$ cat src/rtl/ssr_pkg.sv
package ssr_pkg;
  localparam int ADDR_W = 8;
  localparam int DATA_W = 32;
  localparam int HIST_W = ADDR_W + DATA_W;

  localparam logic [ADDR_W-1:0] ADR_MODE    = 8'h00;
  localparam logic [ADDR_W-1:0] ADR_MUX     = 8'h02;
  localparam logic [ADDR_W-1:0] ADR_DIP     = 8'h08;
  localparam logic [ADDR_W-1:0] ADR_RESET   = 8'h80;
  localparam logic [ADDR_W-1:0] ADR_VERSION = 8'hFF;
endpackage

$ cat src/rtl/ssr_sync.sv
module ssr_sync #(
  parameter int          W       = 3,
  parameter logic [W-1:0] RST_VAL = '0
) (
  input  logic         clk,
  input  logic         rst_n,
  input  logic [W-1:0] d_i,
  output logic [W-1:0] q_o
);
  for (genvar g = 0; g < W; g++) begin : g_bit
    logic meta_q, sync_q;
    always_ff @(posedge clk or negedge rst_n) begin
      if (!rst_n) begin
        meta_q <= RST_VAL[g];
        sync_q <= RST_VAL[g];
      end else begin
        meta_q <= d_i[g];
        sync_q <= meta_q;
      end
    end
    assign q_o[g] = sync_q;
  end
endmodule

$ cat src/rtl/ssr_frame.sv
module ssr_frame
  import ssr_pkg::*;
(
  input  logic              clk,
  input  logic              rst_n,
  input  logic              sck_i,
  input  logic              sdi_i,
  input  logic              stb_n_i,
  input  logic [DATA_W-1:0] rd_data_i,
  output logic              wr_en_o,
  output logic [ADDR_W-1:0] addr_o,
  output logic [DATA_W-1:0] wr_data_o,
  output logic              sdo_o
);
  localparam int CNT_W = $clog2(DATA_W);
  localparam logic [CNT_W-1:0] LAST_CNT = CNT_W'(DATA_W - 1);

  logic              sck_q;
  logic              rise, fall, strobed, rd_ld;
  logic [HIST_W-1:0] hist_q, hist_d;
  logic [DATA_W-1:0] shr_q, shr_d;
  logic              act_q, act_d, arm_q, arm_d;
  logic [CNT_W-1:0]  cnt_q, cnt_d;

  assign rise    = sck_i & ~sck_q;
  assign fall    = ~sck_i & sck_q;
  assign strobed = rise & ~stb_n_i;
  assign wr_en_o = strobed & sdi_i;
  assign rd_ld   = strobed & ~sdi_i;

  assign addr_o    = hist_q[ADDR_W-1:0];
  assign wr_data_o = hist_q[HIST_W-1:ADDR_W];
  assign sdo_o     = act_q ? shr_q[DATA_W-1] : 1'b1;

  always_comb begin
    hist_d = hist_q;
    if (rise && stb_n_i) hist_d = {hist_q[HIST_W-2:0], sdi_i};
  end

  always_comb begin
    shr_d = shr_q;
    act_d = act_q;
    arm_d = arm_q;
    cnt_d = cnt_q;
    if (rd_ld) begin
      shr_d = rd_data_i;
      act_d = 1'b1;
      arm_d = 1'b0;
      cnt_d = '0;
    end else if (fall && act_q) begin
      if (!arm_q) begin
        arm_d = 1'b1;
      end else if (cnt_q == LAST_CNT) begin
        act_d = 1'b0;
      end else begin
        shr_d = {shr_q[DATA_W-2:0], 1'b0};
        cnt_d = cnt_q + 1'b1;
      end
    end
  end

  always_ff @(posedge clk or negedge rst_n) begin
    if (!rst_n) begin
      sck_q  <= 1'b0;
      hist_q <= '0;
      shr_q  <= '0;
      act_q  <= 1'b0;
      arm_q  <= 1'b0;
      cnt_q  <= '0;
    end else begin
      sck_q  <= sck_i;
      hist_q <= hist_d;
      shr_q  <= shr_d;
      act_q  <= act_d;
      arm_q  <= arm_d;
      cnt_q  <= cnt_d;
    end
  end

  // a read load presents bit 31 of the selected register next cycle
  assert_load_msb_R3: assert property (@(posedge clk) disable iff (!rst_n)
    rd_ld |=> (sdo_o == $past(rd_data_i[DATA_W-1])));

  // the output line moves only on a load or a serial falling edge
  assert_sdo_moves_R8: assert property (@(posedge clk) disable iff (!rst_n)
    !$stable(sdo_o) |-> $past(rd_ld || fall));

  // the strobed bit is not taken into the shift history
  assert_hist_hold_R10: assert property (@(posedge clk) disable iff (!rst_n)
    strobed |=> $stable(hist_q));
endmodule

$ cat src/rtl/ssr_regs.sv
module ssr_regs
  import ssr_pkg::*;
#(
  parameter int                DIP_W   = 8,
  parameter logic [DATA_W-1:0] VERSION = 32'h0000_0101
) (
  input  logic              clk,
  input  logic              rst_n,
  input  logic              wr_en_i,
  input  logic [ADDR_W-1:0] addr_i,
  input  logic [DATA_W-1:0] wr_data_i,
  input  logic [DIP_W-1:0]  dip_i,
  output logic [DATA_W-1:0] rd_data_o,
  output logic [DATA_W-1:0] mode_o,
  output logic [DATA_W-1:0] mux_o,
  output logic              rst_req_o
);
  logic [DATA_W-1:0] mode_q, mode_d, mux_q, mux_d, rst_q, rst_d;
  logic              req_q, req_d;

  always_comb begin
    mode_d = mode_q;
    mux_d  = mux_q;
    rst_d  = rst_q;
    if (wr_en_i) begin
      case (addr_i)
        ADR_MODE:  mode_d = wr_data_i;
        ADR_MUX:   mux_d  = wr_data_i;
        ADR_RESET: rst_d  = wr_data_i;
        default:   ;
      endcase
    end
    req_d = (rst_d == DATA_W'(1));
  end

  always_comb begin
    case (addr_i)
      ADR_MODE:    rd_data_o = mode_q;
      ADR_MUX:     rd_data_o = mux_q;
      ADR_DIP:     rd_data_o = {{(DATA_W-DIP_W){1'b0}}, dip_i};
      ADR_RESET:   rd_data_o = rst_q;
      ADR_VERSION: rd_data_o = VERSION;
      default:     rd_data_o = '0;
    endcase
  end

  always_ff @(posedge clk or negedge rst_n) begin
    if (!rst_n) begin
      mode_q <= '0;
      mux_q  <= '0;
      rst_q  <= '0;
      req_q  <= 1'b0;
    end else begin
      mode_q <= mode_d;
      mux_q  <= mux_d;
      rst_q  <= rst_d;
      req_q  <= req_d;
    end
  end

  assign mode_o    = mode_q;
  assign mux_o     = mux_q;
  assign rst_req_o = req_q;

  // mode and mux registers change only after a write to their own address
  assert_mode_guard_R6: assert property (@(posedge clk) disable iff (!rst_n)
    !$stable(mode_q) |-> $past(wr_en_i && addr_i == ADR_MODE));
  assert_mux_guard_R6: assert property (@(posedge clk) disable iff (!rst_n)
    !$stable(mux_q) |-> $past(wr_en_i && addr_i == ADR_MUX));

  // the request rises only after writing 1 to the reset register
  assert_req_rise_R5: assert property (@(posedge clk) disable iff (!rst_n)
    $rose(rst_req_o) |-> $past(wr_en_i && addr_i == ADR_RESET && wr_data_i == DATA_W'(1)));
endmodule

$ cat src/rtl/ssr_slave.sv
module ssr_slave
  import ssr_pkg::*;
#(
  parameter int                DIP_W   = 8,
  parameter logic [DATA_W-1:0] VERSION = 32'h0000_0101
) (
  input  logic              clk,
  input  logic              rst_n,
  input  logic              ser_sck_i,
  input  logic              ser_sdi_i,
  input  logic              ser_stb_n_i,
  output logic              ser_sdo_o,
  input  logic [DIP_W-1:0]  dip_i,
  output logic [DATA_W-1:0] mode_o,
  output logic [DATA_W-1:0] mux_o,
  output logic              sys_rst_req_o
);
  logic [2:0]        sync_q;
  logic              wr_en;
  logic [ADDR_W-1:0] addr;
  logic [DATA_W-1:0] wr_data, rd_data;

  ssr_sync #(.W(3), .RST_VAL(3'b100)) i_sync (
    .clk   (clk),
    .rst_n (rst_n),
    .d_i   ({ser_stb_n_i, ser_sdi_i, ser_sck_i}),
    .q_o   (sync_q)
  );

  ssr_frame i_frame (
    .clk       (clk),
    .rst_n     (rst_n),
    .sck_i     (sync_q[0]),
    .sdi_i     (sync_q[1]),
    .stb_n_i   (sync_q[2]),
    .rd_data_i (rd_data),
    .wr_en_o   (wr_en),
    .addr_o    (addr),
    .wr_data_o (wr_data),
    .sdo_o     (ser_sdo_o)
  );

  ssr_regs #(.DIP_W(DIP_W), .VERSION(VERSION)) i_regs (
    .clk       (clk),
    .rst_n     (rst_n),
    .wr_en_i   (wr_en),
    .addr_i    (addr),
    .wr_data_i (wr_data),
    .dip_i     (dip_i),
    .rd_data_o (rd_data),
    .mode_o    (mode_o),
    .mux_o     (mux_o),
    .rst_req_o (sys_rst_req_o)
  );
endmodule

$ cat config.mk
export PLATFORM = sky130hd
export DESIGN_NAME = ssr_slave
export DESIGN_NICKNAME = d
export VERILOG_FILES = /design/src/rtl/ssr_pkg.sv /design/src/rtl/ssr_sync.sv /design/src/rtl/ssr_frame.sv /design/src/rtl/ssr_regs.sv /design/src/rtl/ssr_slave.sv
export SDC_FILE = /design/constraint.sdc
export NUM_CORES = 1
export LEC_CHECK = 0
export ABC_AREA = 1
export BUFFER_PORTS_ARGS = -buffer_cell sky130_fd_sc_hd__buf_4
export CAP_MARGIN = 30
export CORE_UTILIZATION = 35
export DETAILED_ROUTE_END_ITERATION = 12
export GPL_ROUTABILITY_DRIVEN = 0
export MAX_ROUTING_LAYER = met4
export SYNTH_ARGS = -nofsm -noshare
export SYNTH_HDL_FRONTEND = slang
export SYNTH_SLANG_ARGS = --single-unit
$ cat constraint.sdc
create_clock -name clk -period 2.4 [get_ports clk]
set_input_delay 0.48 -clock clk [delete_from_list [all_inputs] [get_ports clk]]
set_output_delay 0.48 -clock clk [all_outputs]
set_load 0.005 [all_outputs]
# [After elaboration in Yosys (flattened, before gate mapping)]
# Index checks and enable logic that the tools add are counted.
[op_classes] mul=0 n_eq_ne=7 mux=18 n_div=0 magnitude_cmp=0 shifts=0 bitwise=9 addsub=1 reduce_logical=10
[ops] operator="$mux W32" n=6
[ops] operator="$pmux W32 S5" n=1
[ops] operator="$eq A32 B1 Y1 const B" n=1
[ops] operator="$mux W5" n=4
[ops] operator="$eq A8 B8 Y1 const B" n=2
[ops] operator="$eq A8 B2 Y1 const B" n=1
[ops] operator="$eq A8 B4 Y1 const B" n=1
[ops] operator="$logic_not A8 Y1" n=1
[ops] operator="$mux W1" n=7
[ops] operator="$reduce_and A3 Y1" n=2
[ops] operator="$reduce_bool A2 Y1" n=3
[ops] operator="$add A5 B1 Y5 const B" n=1
[ops] operator="$and A1 B1 Y1" n=5
[ops] operator="$eq A5 B5 Y1 const B" n=1
[ops] operator="$not A1 Y1" n=4
[ops] operator="$reduce_and A2 Y1" n=2
[ops] operator="$logic_and A1 B1 Y1" n=2
[ops] operator="$ne A2 B1 Y1 const B" n=1
[word_totals] latch_bits=0 register_bits=183 out_inout_bits=66 ramBits=0 input_bits=13 mem_count=0 rom_bits=0 wordCells=61

# [Longest topological paths before layout]
[logic_depth] depth_word=6 depth_mapped=14 ltp_nobuf=12

# [By module]
# From an unflattened synthesis, not the netlist that was laid out.
[unflattened] cells_unflattened=1075 area_unflattened_um2=8503.2
[by_module_without_submodules] module="ssr_regs" area_per_inst_um2=4491.8 instances=1 cells_per_inst=576 seq_area_each_um2=2427.3
[by_module_without_submodules] module="ssr_frame" area_per_inst_um2=3836.2 instances=1 cells_per_inst=490 seq_area_each_um2=2001.9
[by_module_without_submodules] module="ssr_sync" area_per_inst_um2=175.2 instances=1 cells_per_inst=9 seq_area_each_um2=152.6

# [Worst setup path after synthesis]
# OpenSTA, ideal clock, no wires.
[synth_timing] kind="register -> register" from="register i_frame.cnt_q[0]" to="register i_frame.shr_q[15]" path_buffers=1 setup_ns=0.135 arrival_ns=1.720 path_stages_with_launch=12 setup_slack_ns=0.545 cell_sequence="dfrtp_1 -> ha_1 -> nand2_1 -> nor2_1 -> ha_1 -> inv_1 -> nand3_1 -> nand2_1 -> inv_2 -> clkbuf_1 -> nand2_1 -> o21ai_0"
[synth_between] elab_chain_cells=3
[synth_lines] element="start, declared" line="ssr_frame.sv:23" text="logic [CNT_W-1:0] cnt_q, cnt_d;"
[synth_lines] element="start signal, assigned" line="ssr_frame.sv:76" text="cnt_q <= cnt_d;"
[synth_lines] element="$eq A5 B5 Y1" line="ssr_frame.sv:53" text="end else if (cnt_q == LAST_CNT) begin"
[synth_lines] element="$ne A2 B1 Y1 (no line)"
[synth_lines] element="$reduce_and A3 Y1 (no line)"
[synth_lines] element="end signal, assigned" line="ssr_frame.sv:73" text="shr_q <= shr_d;"
[synth_lines] element="end, declared" line="ssr_frame.sv:21" text="logic [DATA_W-1:0] shr_q, shr_d;"
# Every way passes these cells.
# A chain may end at the register's enable or synchronous reset.

# [Final worst setup path]
[layout_timing] from="register i_frame.hist_q[1]" to="register i_regs.req_q (netlist: i_regs.rst_req_o)"
[layout_between] elab_chain_cells=4
[layout_lines] element="start, declared" line="ssr_frame.sv:20" text="logic [HIST_W-1:0] hist_q, hist_d;"
[layout_lines] element="start signal, assigned" line="ssr_frame.sv:72" text="hist_q <= hist_d;"
[layout_lines] element="$eq A8 B8 Y1" line="ssr_regs.sv:26" text="case (addr_i)"
[layout_lines] element="$mux W32" line="ssr_regs.sv:26"
[layout_lines] element="$mux W32" line="ssr_regs.sv:25" text="if (wr_en_i) begin"
[layout_lines] element="via i_regs.rst_d[27]" line="ssr_regs.sv:18" text="logic [DATA_W-1:0] mode_q, mode_d, mux_q, mux_d, rst_q, rst_d;"
[layout_lines] element="$eq A32 B1 Y1" line="ssr_regs.sv:33" text="req_d = (rst_d == DATA_W'(1));"
[layout_lines] element="via i_regs.req_d" line="ssr_regs.sv:19" text="logic req_q, req_d;"
[layout_lines] element="end signal, assigned" line="ssr_regs.sv:57" text="req_q <= req_d;"
[layout_lines] element="end, declared" line="ssr_regs.sv:19"
# The timed path passes the listed nets, and every way through them passes these cells.

==> impl_metrics.json <==
{
  "outcome": "finished, final reports clean",
  "netlist_area_sq_mm": 0.00785,
  "r2r_cells": 12,
  "worstMarginPinSlew_ns": 0.648,
  "cpPeakStageDelay_ns": 0.43,
  "tritoncts": "yes",
  "crit_start": "i_frame.hist_q[1]",
  "maxSlewHeadroom": 0.567,
  "arrival_ns": 2.45,
  "grt_pass1_wl_um": 32200,
  "vias": 6286,
  "maxCapViolations": 0,
  "syn_avg_cell_area_sq_um": 8.45,
  "rrSetupSlack_ns": 0.32,
  "syn-num-nets": 944,
  "drv_slew": 0,
  "fp.dieW_um": 152,
  "finClkSkew_ns": 0.0105,
  "path_cells": "nor2_1 -> nand2_1 -> nor2_4 -> nand2_2 -> buf_12 -> nand2_1 -> o21ai_0 -> nor2_1 -> nand2_1 -> nor2_1 -> nand2_1 -> nor2_1",
  "cp.buffers_inverters": 1,
  "start_kind": "flop",
  "io_pins": 79,
  "clk_latency_ns": 0.44,
  "reg2reg_from": "i_frame.hist_q[1]",
  "min_path_type": "input port to async pin",
  "hold_viol": 0,
  "grt_overflow": 0,
  "yosysWarningCount": 0,
  "yosysTopAreaCellShare": 0.577,
  "nets": 1016,
  "fin_crit_sh": 0.867,
  "ant_nets": 0,
  "clock-sinks": 183,
  "drt_first_pass_iters": 4,
  "drc": 0,
  "initial_utilization": 0.358,
  "die_h_um": 152,
  "endpoint_kind": "flop",
  "r2r_end": "i_regs.rst_req_o",
  "routed_wl_um": 19400,
  "post_cts_buffers": 0,
  "crit_path_top_delay_cell": "dfrtp_1",
  "fin_cells": 1294,
  "n_antenna_cell": 0,
  "clockBufferDepth": 2,
  "cts-buffers-inserted": 17,
  "dp_hpwl_um": 13200,
  "setup_tns_ns": 0,
  "final_common_cell": "nand2_1",
  "dp_cells": 1262,
  "syn_inst": 929,
  "rsz0062_at_grt": "false",
  "seq_area_frac_synth": 0.584,
  "synth.distinct_cells": 27,
  "vdd_ir_drop_max_mv": 0.508,
  "via_per_inst": 4.86,
  "p_leak_uw": 0.00467,
  "row_count": 54,
  "cp_max_fo": 25,
  "synth_area_leader_cell": "dfrtp_1",
  "portBuffers": 78,
  "coreArea_sq_mm": 0.0219,
  "areaGrowthSynthToFinish_pct": 20.6,
  "clkTransAtPathRegs_ns": 0.07,
  "cts_resized": 0,
  "max_clock_freq_mhz": 480,
  "ys_top_cells_by_area": "dfrtp_1, nand2_1, o21ai_0",
  "grt_pass1_vias": 6038,
  "min_period_ns": 2.08,
  "most-common-layout-cells": "nand2_1, dfrtp_1, o21ai_0",
  "worst_path_dominant_cell_family": "simple AND/OR/NAND/NOR gates",
  "antenna_found_initial": 0,
  "dieArea_sq_mm": 0.0230,
  "cts-root-buf": "clkbuf_16",
  "setup-violations-final": 0,
  "grt_usage": 0.188,
  "utilization": 0.432,
  "final_layout_size_suffix_gt1_frac": 0.147,
  "cts_hold_buf": 0,
  "ys_seq_elements": 183,
  "drt-initial-drc-count": 443,
  "worstSetupPathType": "flop to flop",
  "worstPathRequired_ns": 2.77,
  "h-tree-depth": 4,
  "wl_per_cell_um": 15.0,
  "power_density_mw_per_mm2": 784,
  "grt_max_degree": 58
}
## worst register-to-register path, delay by kind of cell (launching register included)
family	cells	cell delay, ns
flops	1	0.43
buf+inv	1	0.26
simple gates	10	1.21
compound gates	1	0.11
## routing by layer
metal | track usage | vias up | wire length [um]
li1 | - | 3139 | -
met1 | 0.259 | 3017 | 9360
met2 | 0.285 | 116 | 9190
met3 | 0.0269 | 14 | 636
met4 | 0.0584 | 0 | 244
met5 | - | - | 0
## flip-flops by register name (all words and copies together) (netlist names)
name / flops
i_frame.shr_q: 32
i_frame.act_q: 1
i_regs.mode_o: 32
i_regs.rst_q: 32
i_sync.g_bit.sync_q: 3
i_regs.mux_o: 32
i_frame.cnt_q: 5
i_frame.sck_q: 1
i_frame.arm_q: 1
i_frame.hist_q: 40
i_regs.rst_req_o: 1
i_sync.g_bit.meta_q: 3
## layout make-up
| type | count | area (sq um) |
|---|---|---|
| clock buffers | 19 | 453 |
| clock inverters | 13 | 173 |
| fillers | 2204 | 12400 |
| inverters | 50 | 188 |
| multi-input cells | 646 | 2880 |
| flip-flops and latches | 183 | 4580 |
| well taps | 280 | 350 |
| repair buffers | 103 | 840 |
## through the flow
| stage | power, uW | hold WS [ns] | worst slack, ns | area (sq um) |
|---|---|---|---|---|
| after floorplan | 4190 | 0.184 | 0.545 | 7850 |
| after global placement | 4500 | 0.339 | 0.384 | 8840 |
| after detailed placement | 4530 | 0.340 | 0.361 | 8840 |
| after CTS | 7480 | 0.0234 | 0.333 | 9460 |
| after global routing | 7760 | 0.0507 | 0.0990 | 9460 |
| final | 7420 | 0.0122 | 0.319 | 9460 |
## worst max-delay path by stage
stage / end / cells past startpoint
after floorplan: i_frame.shr_q[15] / 11
after global placement: i_regs.rst_req_o / 12
after detailed placement: i_regs.rst_req_o / 12
after CTS: i_regs.rst_req_o / 12
after global routing: i_regs.rst_req_o / 12
final: i_regs.rst_req_o / 12
## synthesized netlist by cell type
master      n
nand2_1   358
o21ai_0   117
inv_2       2
nor3_4      1
and2_0      1
dfstp_2     2
buf_2      12
inv_1      48
mux2i_1    12
a21oi_1     7
a21boi_0    1
buf_6       2
nor2_2      2
nor2_1     44
a31oi_1     6
ha_1        2
a22o_1      2
dfrtp_1   181
nand3_1    61
nand2_2     1
o21ai_1    12
and3_1      2
nand4_1    12
nor3_1      3
clkbuf_1   35
buf_1       1
or2_2       2
## logic make-up after synthesis
group | Yosys count | synth area share
adder cells (fa/ha/maj) | 2 | 0.00319
AO/OA/AOI/OAI | 145 | 0.0947
AND/OR/NAND/NOR | 487 | 0.251
flip-flops | 183 | 0.584
buffers and inverters | 100 | 0.0517
multiplexers | 12 | 0.0153
## where the power goes
group / leakage, uW / total [uW] / switching [uW] / internal [uW]
clock network: 0.000297 / 2950 / 1240 / 1710
logic: 0.00191 / 829 / 503 / 326
registers: 0.00246 / 3640 / 221 / 3420
total: 0.00467 / 7420 / 1970 / 5450
Note: power is estimated with default switching activity, not from simulation.
